<file path="config.mk">
export PLATFORM = sky130hd
export DESIGN_NAME = burst_col_gen
export DESIGN_NICKNAME = d
export VERILOG_FILES = /design/src/rtl/bcg_pkg.sv /design/src/rtl/bcg_len_decode.sv /design/src/rtl/bcg_beat_counter.sv /design/src/rtl/bcg_addr_order.sv /design/src/rtl/burst_col_gen.sv
export SDC_FILE = /design/constraint.sdc
export NUM_CORES = 1
export LEC_CHECK = 0
export BUFFER_PORTS_ARGS = -buffer_cell sky130_fd_sc_hd__buf_2
export CORE_ASPECT_RATIO = 1.1
export CORE_MARGIN = 1.5
export CORE_UTILIZATION = 56
export DETAILED_ROUTE_END_ITERATION = 16
export PLACE_DENSITY = 0.83
export SLEW_MARGIN = 20
export SYNTH_ARGS = -nofsm -noshare
export SYNTH_HDL_FRONTEND = slang
export SYNTH_SLANG_ARGS = --single-unit
export TNS_END_PERCENT = 30
</file>
<file path="constraint.sdc">
create_clock -name clk -period 3.1 [get_ports clk]
set_clock_uncertainty 0.2 [all_clocks]
set_input_delay 0.465 -clock clk [delete_from_list [all_inputs] [get_ports clk]]
set_output_delay 0.465 -clock clk [all_outputs]
set_load 0.01 [all_outputs]
</file>
<file path="src/rtl/bcg_pkg.sv">
`timescale 1ns/1ps
package bcg_pkg;
  localparam int BLC_W  = 3;  // burst length code width
  localparam int LG_W   = 2;  // log2 of fixed burst length
  localparam int LG_MAX = 3;  // largest fixed burst is 2**LG_MAX beats

  typedef enum logic [1:0] {
    ORD_SEQ  = 2'd0,
    ORD_ILV  = 2'd1,
    ORD_FULL = 2'd2
  } order_e;

  typedef struct packed {
    order_e            ord;
    logic [LG_W-1:0]   lg;
  } burst_cfg_t;

  localparam burst_cfg_t CFG_RESET = '{ord: ORD_SEQ, lg: '0};
endpackage

</file>
<file path="src/rtl/bcg_len_decode.sv">
`timescale 1ns/1ps
module bcg_len_decode
  import bcg_pkg::*;
(
  input  logic [BLC_W-1:0] code_i,
  input  logic             ilv_i,
  output burst_cfg_t       cfg_o
);
  localparam logic [BLC_W-1:0] CODE_FULL = BLC_W'(7);

  function automatic burst_cfg_t decode(input logic [BLC_W-1:0] code, input logic ilv);
    burst_cfg_t c;
    c.ord = ilv ? ORD_ILV : ORD_SEQ;
    c.lg  = '0;
    if (code == CODE_FULL) begin
      c.ord = ORD_FULL;
    end else if (code <= BLC_W'(LG_MAX)) begin
      c.lg = LG_W'(code);
    end
    return c;
  endfunction

  always_comb cfg_o = decode(code_i, ilv_i);
endmodule

</file>
<file path="src/rtl/bcg_beat_counter.sv">
`timescale 1ns/1ps
module bcg_beat_counter
  import bcg_pkg::*;
#(
  parameter int COL_W = 9
) (
  input  logic             clk,
  input  logic             rst_n,
  input  logic             load_i,
  input  logic             stop_i,
  input  logic             full_i,
  input  logic [LG_W-1:0]  lg_i,
  output logic             active_o,
  output logic [COL_W-1:0] cnt_o,
  output logic             last_o
);
  function automatic logic [COL_W-1:0] final_index(input logic [LG_W-1:0] lg);
    return COL_W'((1 << lg) - 1);
  endfunction

  logic             active_q;
  logic [COL_W-1:0] cnt_q;
  logic             beat_adv;
  logic             burst_done;

  assign burst_done = active_q && !full_i && (cnt_q == final_index(lg_i));
  assign beat_adv   = active_q && !burst_done && !stop_i && !load_i;

  always_ff @(posedge clk or negedge rst_n) begin
    if (!rst_n) begin
      active_q <= 1'b0;
      cnt_q    <= '0;
    end else if (load_i) begin
      active_q <= 1'b1;
      cnt_q    <= '0;
    end else if (stop_i || burst_done) begin
      active_q <= 1'b0;
    end else if (beat_adv) begin
      cnt_q    <= cnt_q + 1'b1;
    end
  end

  assign active_o = active_q;
  assign cnt_o    = cnt_q;
  assign last_o   = burst_done;

  assert_last_in_fixed_R6: assert property (@(posedge clk) disable iff (!rst_n)
    last_o |-> (active_o && !full_i));
  assert_end_after_last_R6: assert property (@(posedge clk) disable iff (!rst_n)
    (last_o && !load_i) |=> !active_o);
  assert_stop_ends_R9: assert property (@(posedge clk) disable iff (!rst_n)
    (stop_i && !load_i) |=> !active_o);
  assert_load_begins_R10: assert property (@(posedge clk) disable iff (!rst_n)
    load_i |=> (active_o && cnt_o == '0));
endmodule

</file>
<file path="src/rtl/bcg_addr_order.sv">
`timescale 1ns/1ps
module bcg_addr_order
  import bcg_pkg::*;
#(
  parameter int COL_W = 9
) (
  input  logic [COL_W-1:0] base_i,
  input  logic [COL_W-1:0] cnt_i,
  input  burst_cfg_t       cfg_i,
  output logic [COL_W-1:0] win_mask_o,
  output logic [COL_W-1:0] col_o
);
  logic [COL_W-1:0] win_mask;

  // window mask: bit i is inside the burst window when i < lg
  genvar gi;
  generate
    for (gi = 0; gi < COL_W; gi++) begin : g_mask
      if (gi < LG_MAX) begin : g_low
        assign win_mask[gi] = (cfg_i.ord != ORD_FULL) && (LG_W'(gi) < cfg_i.lg);
      end else begin : g_high
        assign win_mask[gi] = 1'b0;
      end
    end
  endgenerate

  function automatic logic [COL_W-1:0] seq_addr(input logic [COL_W-1:0] base,
                                                input logic [COL_W-1:0] cnt,
                                                input logic [COL_W-1:0] mask);
    return (base & ~mask) | ((base + cnt) & mask);
  endfunction

  function automatic logic [COL_W-1:0] ilv_addr(input logic [COL_W-1:0] base,
                                                input logic [COL_W-1:0] cnt);
    return base ^ cnt;
  endfunction

  function automatic logic [COL_W-1:0] page_addr(input logic [COL_W-1:0] base,
                                                 input logic [COL_W-1:0] cnt);
    return base + cnt;
  endfunction

  always_comb begin
    unique case (cfg_i.ord)
      ORD_ILV:  col_o = ilv_addr(base_i, cnt_i);
      ORD_FULL: col_o = page_addr(base_i, cnt_i);
      default:  col_o = seq_addr(base_i, cnt_i, win_mask);
    endcase
  end

  assign win_mask_o = win_mask;
endmodule

</file>
<file path="src/rtl/burst_col_gen.sv">
`timescale 1ns/1ps
module burst_col_gen
  import bcg_pkg::*;
#(
  parameter int COL_W = 9
) (
  input  logic             clk,
  input  logic             rst_n,
  input  logic             start_i,
  input  logic [COL_W-1:0] col_i,
  input  logic [BLC_W-1:0] bl_code_i,
  input  logic             ilv_i,
  input  logic             stop_i,
  input  logic             restart_i,
  output logic [COL_W-1:0] col_o,
  output logic             valid_o,
  output logic             last_o
);
  burst_cfg_t       cfg_dec;
  burst_cfg_t       cfg_q;
  logic [COL_W-1:0] base_q;
  logic [COL_W-1:0] cnt;
  logic [COL_W-1:0] win_mask;
  logic             load;
  logic             active;
  logic             fp_mode;
  logic             quiet;

  assign load    = start_i | restart_i;
  assign fp_mode = (cfg_q.ord == ORD_FULL);
  assign quiet   = !start_i && !restart_i && !stop_i;

  bcg_len_decode u_dec (
    .code_i (bl_code_i),
    .ilv_i  (ilv_i),
    .cfg_o  (cfg_dec)
  );

  always_ff @(posedge clk or negedge rst_n) begin
    if (!rst_n) begin
      cfg_q  <= CFG_RESET;
      base_q <= '0;
    end else begin
      if (start_i) cfg_q  <= cfg_dec;
      if (load)    base_q <= col_i;
    end
  end

  bcg_beat_counter #(.COL_W(COL_W)) u_cnt (
    .clk      (clk),
    .rst_n    (rst_n),
    .load_i   (load),
    .stop_i   (stop_i),
    .full_i   (fp_mode),
    .lg_i     (cfg_q.lg),
    .active_o (active),
    .cnt_o    (cnt),
    .last_o   (last_o)
  );

  bcg_addr_order #(.COL_W(COL_W)) u_ord (
    .base_i     (base_q),
    .cnt_i      (cnt),
    .cfg_i      (cfg_q),
    .win_mask_o (win_mask),
    .col_o      (col_o)
  );

  assign valid_o = active;

  assert_cut_in_R7: assert property (@(posedge clk) disable iff (!rst_n)
    start_i |=> (valid_o && col_o == $past(col_i)));
  assert_restart_col_R8: assert property (@(posedge clk) disable iff (!rst_n)
    (restart_i && !start_i) |=> (valid_o && col_o == $past(col_i)));
  assert_reserved_code_R2: assert property (@(posedge clk) disable iff (!rst_n)
    (start_i && bl_code_i inside {3'd4, 3'd5, 3'd6}) |=> last_o);
  assert_full_no_last_R2: assert property (@(posedge clk) disable iff (!rst_n)
    (start_i && bl_code_i == 3'd7) |=> !last_o);
  assert_no_carry_R3: assert property (@(posedge clk) disable iff (!rst_n)
    (valid_o && !last_o && !fp_mode && quiet) |=>
      (valid_o && (col_o & ~win_mask) == ($past(col_o) & ~win_mask)));
  assert_page_step_R5: assert property (@(posedge clk) disable iff (!rst_n)
    (valid_o && fp_mode && quiet) |=>
      (valid_o && col_o == COL_W'($past(col_o) + 1'b1)));
  assert_idle_no_last_R6: assert property (@(posedge clk) disable iff (!rst_n)
    !valid_o |-> !last_o);
endmodule

</file>
* Word-level counts from Yosys, hierarchy flattened *
Index checks and enable logic that the tools add are counted.

cells by class
  shift-type cells = 1
  bitwise operators = 6
  reductions and logical operators = 16
  add/subtract/negate cells = 3
  multiply operators = 0
  magnitude comparators = 4
  div/mod/pow operators = 0
  multiplexer cells = 10
  equal/unequal tests = 6

operator list
  cell                                                                               count
  9-bit two-way mux                                                                  3
  9-bit case mux with 2 select lines                                                 1
  9-bit by 1-bit adder with 9-bit output (second input constant)                     1
  9-bit adder                                                                        1
  9-bit by 3-bit bitwise AND with 9-bit output                                       1
  9-bit bitwise AND                                                                  1
  9-bit equality test                                                                1
  3-bit NOT with 9-bit output                                                        1
  9-bit OR                                                                           1
  1-bit by 2-bit left shift with 9-bit output (first input constant)                 1
  9-bit by 2-bit subtractor with 9-bit output (second input constant)                1
  9-bit XOR                                                                          1
  1-bit logical AND                                                                  8
  2-bit two-way mux                                                                  3
  1-bit zero test                                                                    4
  1-bit by 2-bit less-than comparator with 1-bit output (first input constant)       2
  2-bit nonzero test                                                                 2
  3-bit equality test (second input constant)                                        1
  3-bit by 2-bit less-or-equal comparator with 1-bit output (second input constant)  1
  1-bit two-way mux                                                                  3
  2-bit by 1-bit equality test with 1-bit output (second input constant)             1
  2-bit equality test (second input constant)                                        1
  2-bit less-than comparator (first input constant)                                  1
  2-bit by 1-bit != test with 1-bit output (second input constant)                   1
  other kinds (4)                                                                    4

word-level totals
  ROM bits = 0
  memories = 0
  bits in registers = 23
  logic and storage cells = 51
  latch bits = 0
  output and inout bits = 11
  input bits = 18
  memory bits (writable) = 0

* Longest topological paths before layout *
  word-level depth = 11
  gate-level depth with buffers = 8
  depth with buffers taken out = 8

* Cells and area by module *
From an unflattened synthesis, not the netlist that was laid out.

unflattened totals
  cells, all modules = 203
  area total of the unflattened synthesis = 1880.6 um2

modules (own cells, without submodules)
  module            seq. area each (um2)  instances  cells an instance  area an instance (um2)
  bcg_beat_counter  250.2                 1          79                 678.2
  bcg_addr_order    0.0                   1          91                 671.9
  burst_col_gen     325.3                 1          29                 493.0
  bcg_len_decode    0.0                   1          4                  37.5

* Worst setup path after synthesis *
OpenSTA, ideal clock, no wires.

  path kind = reg-to-output
  from = reg u_cnt.cnt_q[0], in the netlist u_cnt.cnt_o[0]
  to = out col_o[8]
  arrival time = 1.939 ns
  data required time = 2.435 ns
  buffers on the path = 0
  cell stages (with the launch flop) = 9
  path slack = 0.496 ns
  path through = dfrtp_1 ha_1 inv_1 fa_1 nor2b_1 o31a_1 o211ai_1 a211o_1 o211ai_1

between the ends
  longest elaborated chain between the ends = 4

RTL lines
  element                                       RTL line                                    RTL
  start: declaration                            bcg_beat_counter.sv:22                      logic [COL_W-1:0] cnt_q;
  start signal: assignment                      bcg_beat_counter.sv:39                      cnt_q <= cnt_q + 1'b1;
  9-bit adder (*)                               bcg_addr_order.sv:30, bcg_addr_order.sv:40
  9-bit by 3-bit bitwise AND with 9-bit output  bcg_addr_order.sv:30                        return (base & ~mask) | ((base + cnt) & mask);
  9-bit OR                                      bcg_addr_order.sv:30
  9-bit case mux with 2 select lines (*)        bcg_addr_order.sv:44                        unique case (cfg_i.ord)
  end: declaration                              burst_col_gen.sv:15                         output logic [COL_W-1:0] col_o,

Every way passes the cells marked *; elsewhere a longest branch is shown, timed or not.

* Worst setup path after layout *
  from = reg u_cnt.cnt_q[4], in the netlist u_cnt.cnt_o[4]
  to = out col_o[7]

Same word-level chain as after synthesis.

==> results.md <==
- Outcome: finished, final reports clean
- Starting Density: 0.593
- Kind of critical path: flip-flop to output port
- Place WS: 0.228 ns
- Final setup margin: 0.0408 ns
- Crit path to: col_o[7]
- Routed len/inst: 14.7 um
- Critical path endpoint category: output port
- Largest stage delay, worst path: 0.50 ns
- Hold Crit Class: primary input to flip-flop
- RSZ-0062 raised after global routing: yes
- PwrDens: 353 mW/mm^2
- Inserted Clock Buffers: 3
- First-pass GRT wire length: 5890 um
- Crit-path cells: ha_4, nand3_1, o211ai_1, o21ai_0, or4_1, nand3_1, buf_2
- Buf/Inv on CP: 1
- Critical path's slowest cell: dfrtp_1
- Overflow after GRT: 0
- Critical path depth: 7
- Post-route minimum period: 3.06 ns
- Antenna violations before repair: 0
- Final antenna-violating net count: 0
- Ys Warns: 0
- Worst path arrival time: 2.39 ns
- Die Span X: 55.0 um
- FF-to-FF path depth: 8
- Area growth syn-to-layout: 18.1%
- Full die area: 0.00331 sq mm
- Total Power: 0.694 mW
- Root Buffer: clkbuf_4
- Max frequency: 327 MHz
- Setup Viol. Count Final: 0
- Core area: 0.00280 sq mm
- Leakage power: 0.920 nW
- Layout Nets: 267
- Synthesis-stage register bit count: 23
- Worst Setup Start Kind: flip-flop
- Post-synth EDFFs: 0
- Initial drt markers: 55
- Clock sinks: 23
- Average size of a mapped cell: 8.19 sq um
- Delay-heaviest family, CP: simple AND/OR/NAND/NOR gates
- Vias: 1,581
- Syn Inst Count: 203
- Synth cell types: 46
- Top_reg_cell synth: dfrtp_1
- Fin crit share: 0.987
- Worst-path maximum fanout: 6
- Reg-to-reg critical path startpoint: cfg_q[2]
- Slew headroom: 0.655
- Share of post-route cells with drive strength above 1: 0.242
- CTS tree: done
- Worst-path clk slew: 0.14 ns
- Drt drc: 0
- Routability Congestion: 0.836
- Finished Layout Cells: 269
- Worst-Margin Slew: 0.518 ns
- Sequential fraction of the synthesis area: 0.346
- Req. time, crit path: 2.43 ns
- Placed Cells incl. Taps: 259
- Reg2Reg Setup Slack: 0.97 ns
- CP startpoint: u_cnt.cnt_o[4]
- Cell Rows: 20
- Maximum root-to-sink buffer count: 2
- Max-cap viol count: 0
- Largest net degree at the start of global routing: 24
- Final WL: 3960 um
- Later-pin clock latency in the skew report: 0.31 ns
- Vias per inst: 5.88
- H-tree depth: 1
- Cell area after synthesis: 0.00166 sq mm
- Io pins: 29
- DR pass1 iterations: 4
- Final hold violations: 0
- FF-to-FF End: u_cnt.cnt_o[0]
- Final max-slew violation count: 0
- Async SR Flop Fraction: 1.00
- Post-synth net total: 233
- Vias in the first global route: 1,277
- Detailed Place HPWL: 2690 um
- Port bufs: 28
- Chip height: 60.2 um
- Most frequent CP cell: nand3_1
- Peak VDD IR: 0.000251 V
- Antenna diodes: 0
- Aggregate global-route resource usage: 0.246
tightest hold or removal path: cells and delay by family:
family                 cells  cell delay [ns]
buffers and inverters      1             0.07
and+or+nand+nor            2             0.09
cells in the final DEF, fill, tap and decap left out, types with 2 or more instances in the layout:
master / count
dfrtp_2: 3
nor3_1: 4
mux2i_1: 4
buf_2: 28
xnor2_1: 2
nand4_1: 2
xor2_1: 7
ha_1: 7
clkbuf_4: 3
nand3_1: 9
a21oi_1: 9
buf_4: 8
o21ai_0: 13
dfrtp_1: 20
o211ai_1: 5
or3_1: 2
ha_4: 3
or2_2: 2
nand2_1: 41
a211o_1: 2
nor2_1: 19
or4_1: 2
nand3b_1: 2
inv_1: 10
cell usage after synthesis, types with 2 or more instances:
cell      number  area share
or4_1          2      0.0090
nor2_1        19       0.043
or3_1          2      0.0075
nand3_1        9       0.027
or2_2          2      0.0075
mux2i_1        4       0.024
inv_1         11       0.025
a21oi_1        9       0.027
xor2_1         7       0.037
o211ai_1       5       0.023
o21ai_0       13       0.039
nand4_1        2      0.0075
ha_1          11       0.083
nand3b_1       2      0.0090
nor3_1         4       0.012
clkbuf_1       7       0.016
nand2_1       41       0.093
dfrtp_1       23        0.35
xnor2_1        2       0.011
a211o_1        2       0.011
how the worst min path moves through the flow:
stage	start	endpoint	slack, ns	depth (start not counted)
after global placement	rst_n	cfg_q[2]	0.28	1
after floorplan	rst_n	base_q[0]	-0.03	0
final	col_i[6]	base_q[6]	0.13	3
after CTS	col_i[6]	base_q[6]	0.14	3
after global routing	col_i[5]	base_q[5]	0.13	3
after detailed placement	rst_n	cfg_q[2]	0.27	1
per-stage QoR:
stage	setup TNS, ns	util	area, sq um	hold slack, ns
floorplan	0	-	1660	-0.0306
global route	-0.172	0.700	1960	0.130
detailed placement	0	0.655	1840	0.273
finish	0	0.700	1960	0.132
global placement	0	0.655	1840	0.276
CTS	0	0.671	1880	0.136
where the power goes:
group          internal (mW)  switching (mW)  leakage (nW)  total, mW
Sequential             0.316          0.0173         0.290      0.333
Clock                 0.0502          0.0919        0.0150      0.142
Combinational         0.0939           0.125         0.616      0.219
flip-flops by register name, summed over array words and instances (netlist names):
name	count
base_q	9
u_cnt.cnt_o	9
cfg_q	4
u_cnt.active_o	1
cell type report:
class / instances / area, sq um
repair buffers: 37 / 210
fillers: 250 / 840
well taps: 33 / 41.3
clock buffers: 4 / 26.3
inverters: 11 / 41.3
flip-flops and latches: 23 / 579
multi-input cells: 161 / 1060
logic make-up after synthesis:
kind of cell    count (synthesis)  synth area share
mux                             4            0.0241
compound gates                 44             0.183
xor+xnor                        9            0.0474
fa+ha+maj                      12            0.0948
simple gates                   92             0.261
flops                          23             0.346
buf+inv                        19            0.0436
metal layers:
metal,part of all wire,track usage
met3,0.055,0.0275
met5,0,0
met4,0.021,0.0697
met2,0.48,0.388
met1,0.45,0.353
timing repair:
action                                 CTS  global route
endpoints found under the hold margin   23             0
pin swaps                                0             7
hold buffers                             1             0
setup endpoints to repair                2             3
resized for setup                        2            10
setup buffers                            1             4
Power figures use the tool's default switching activity.
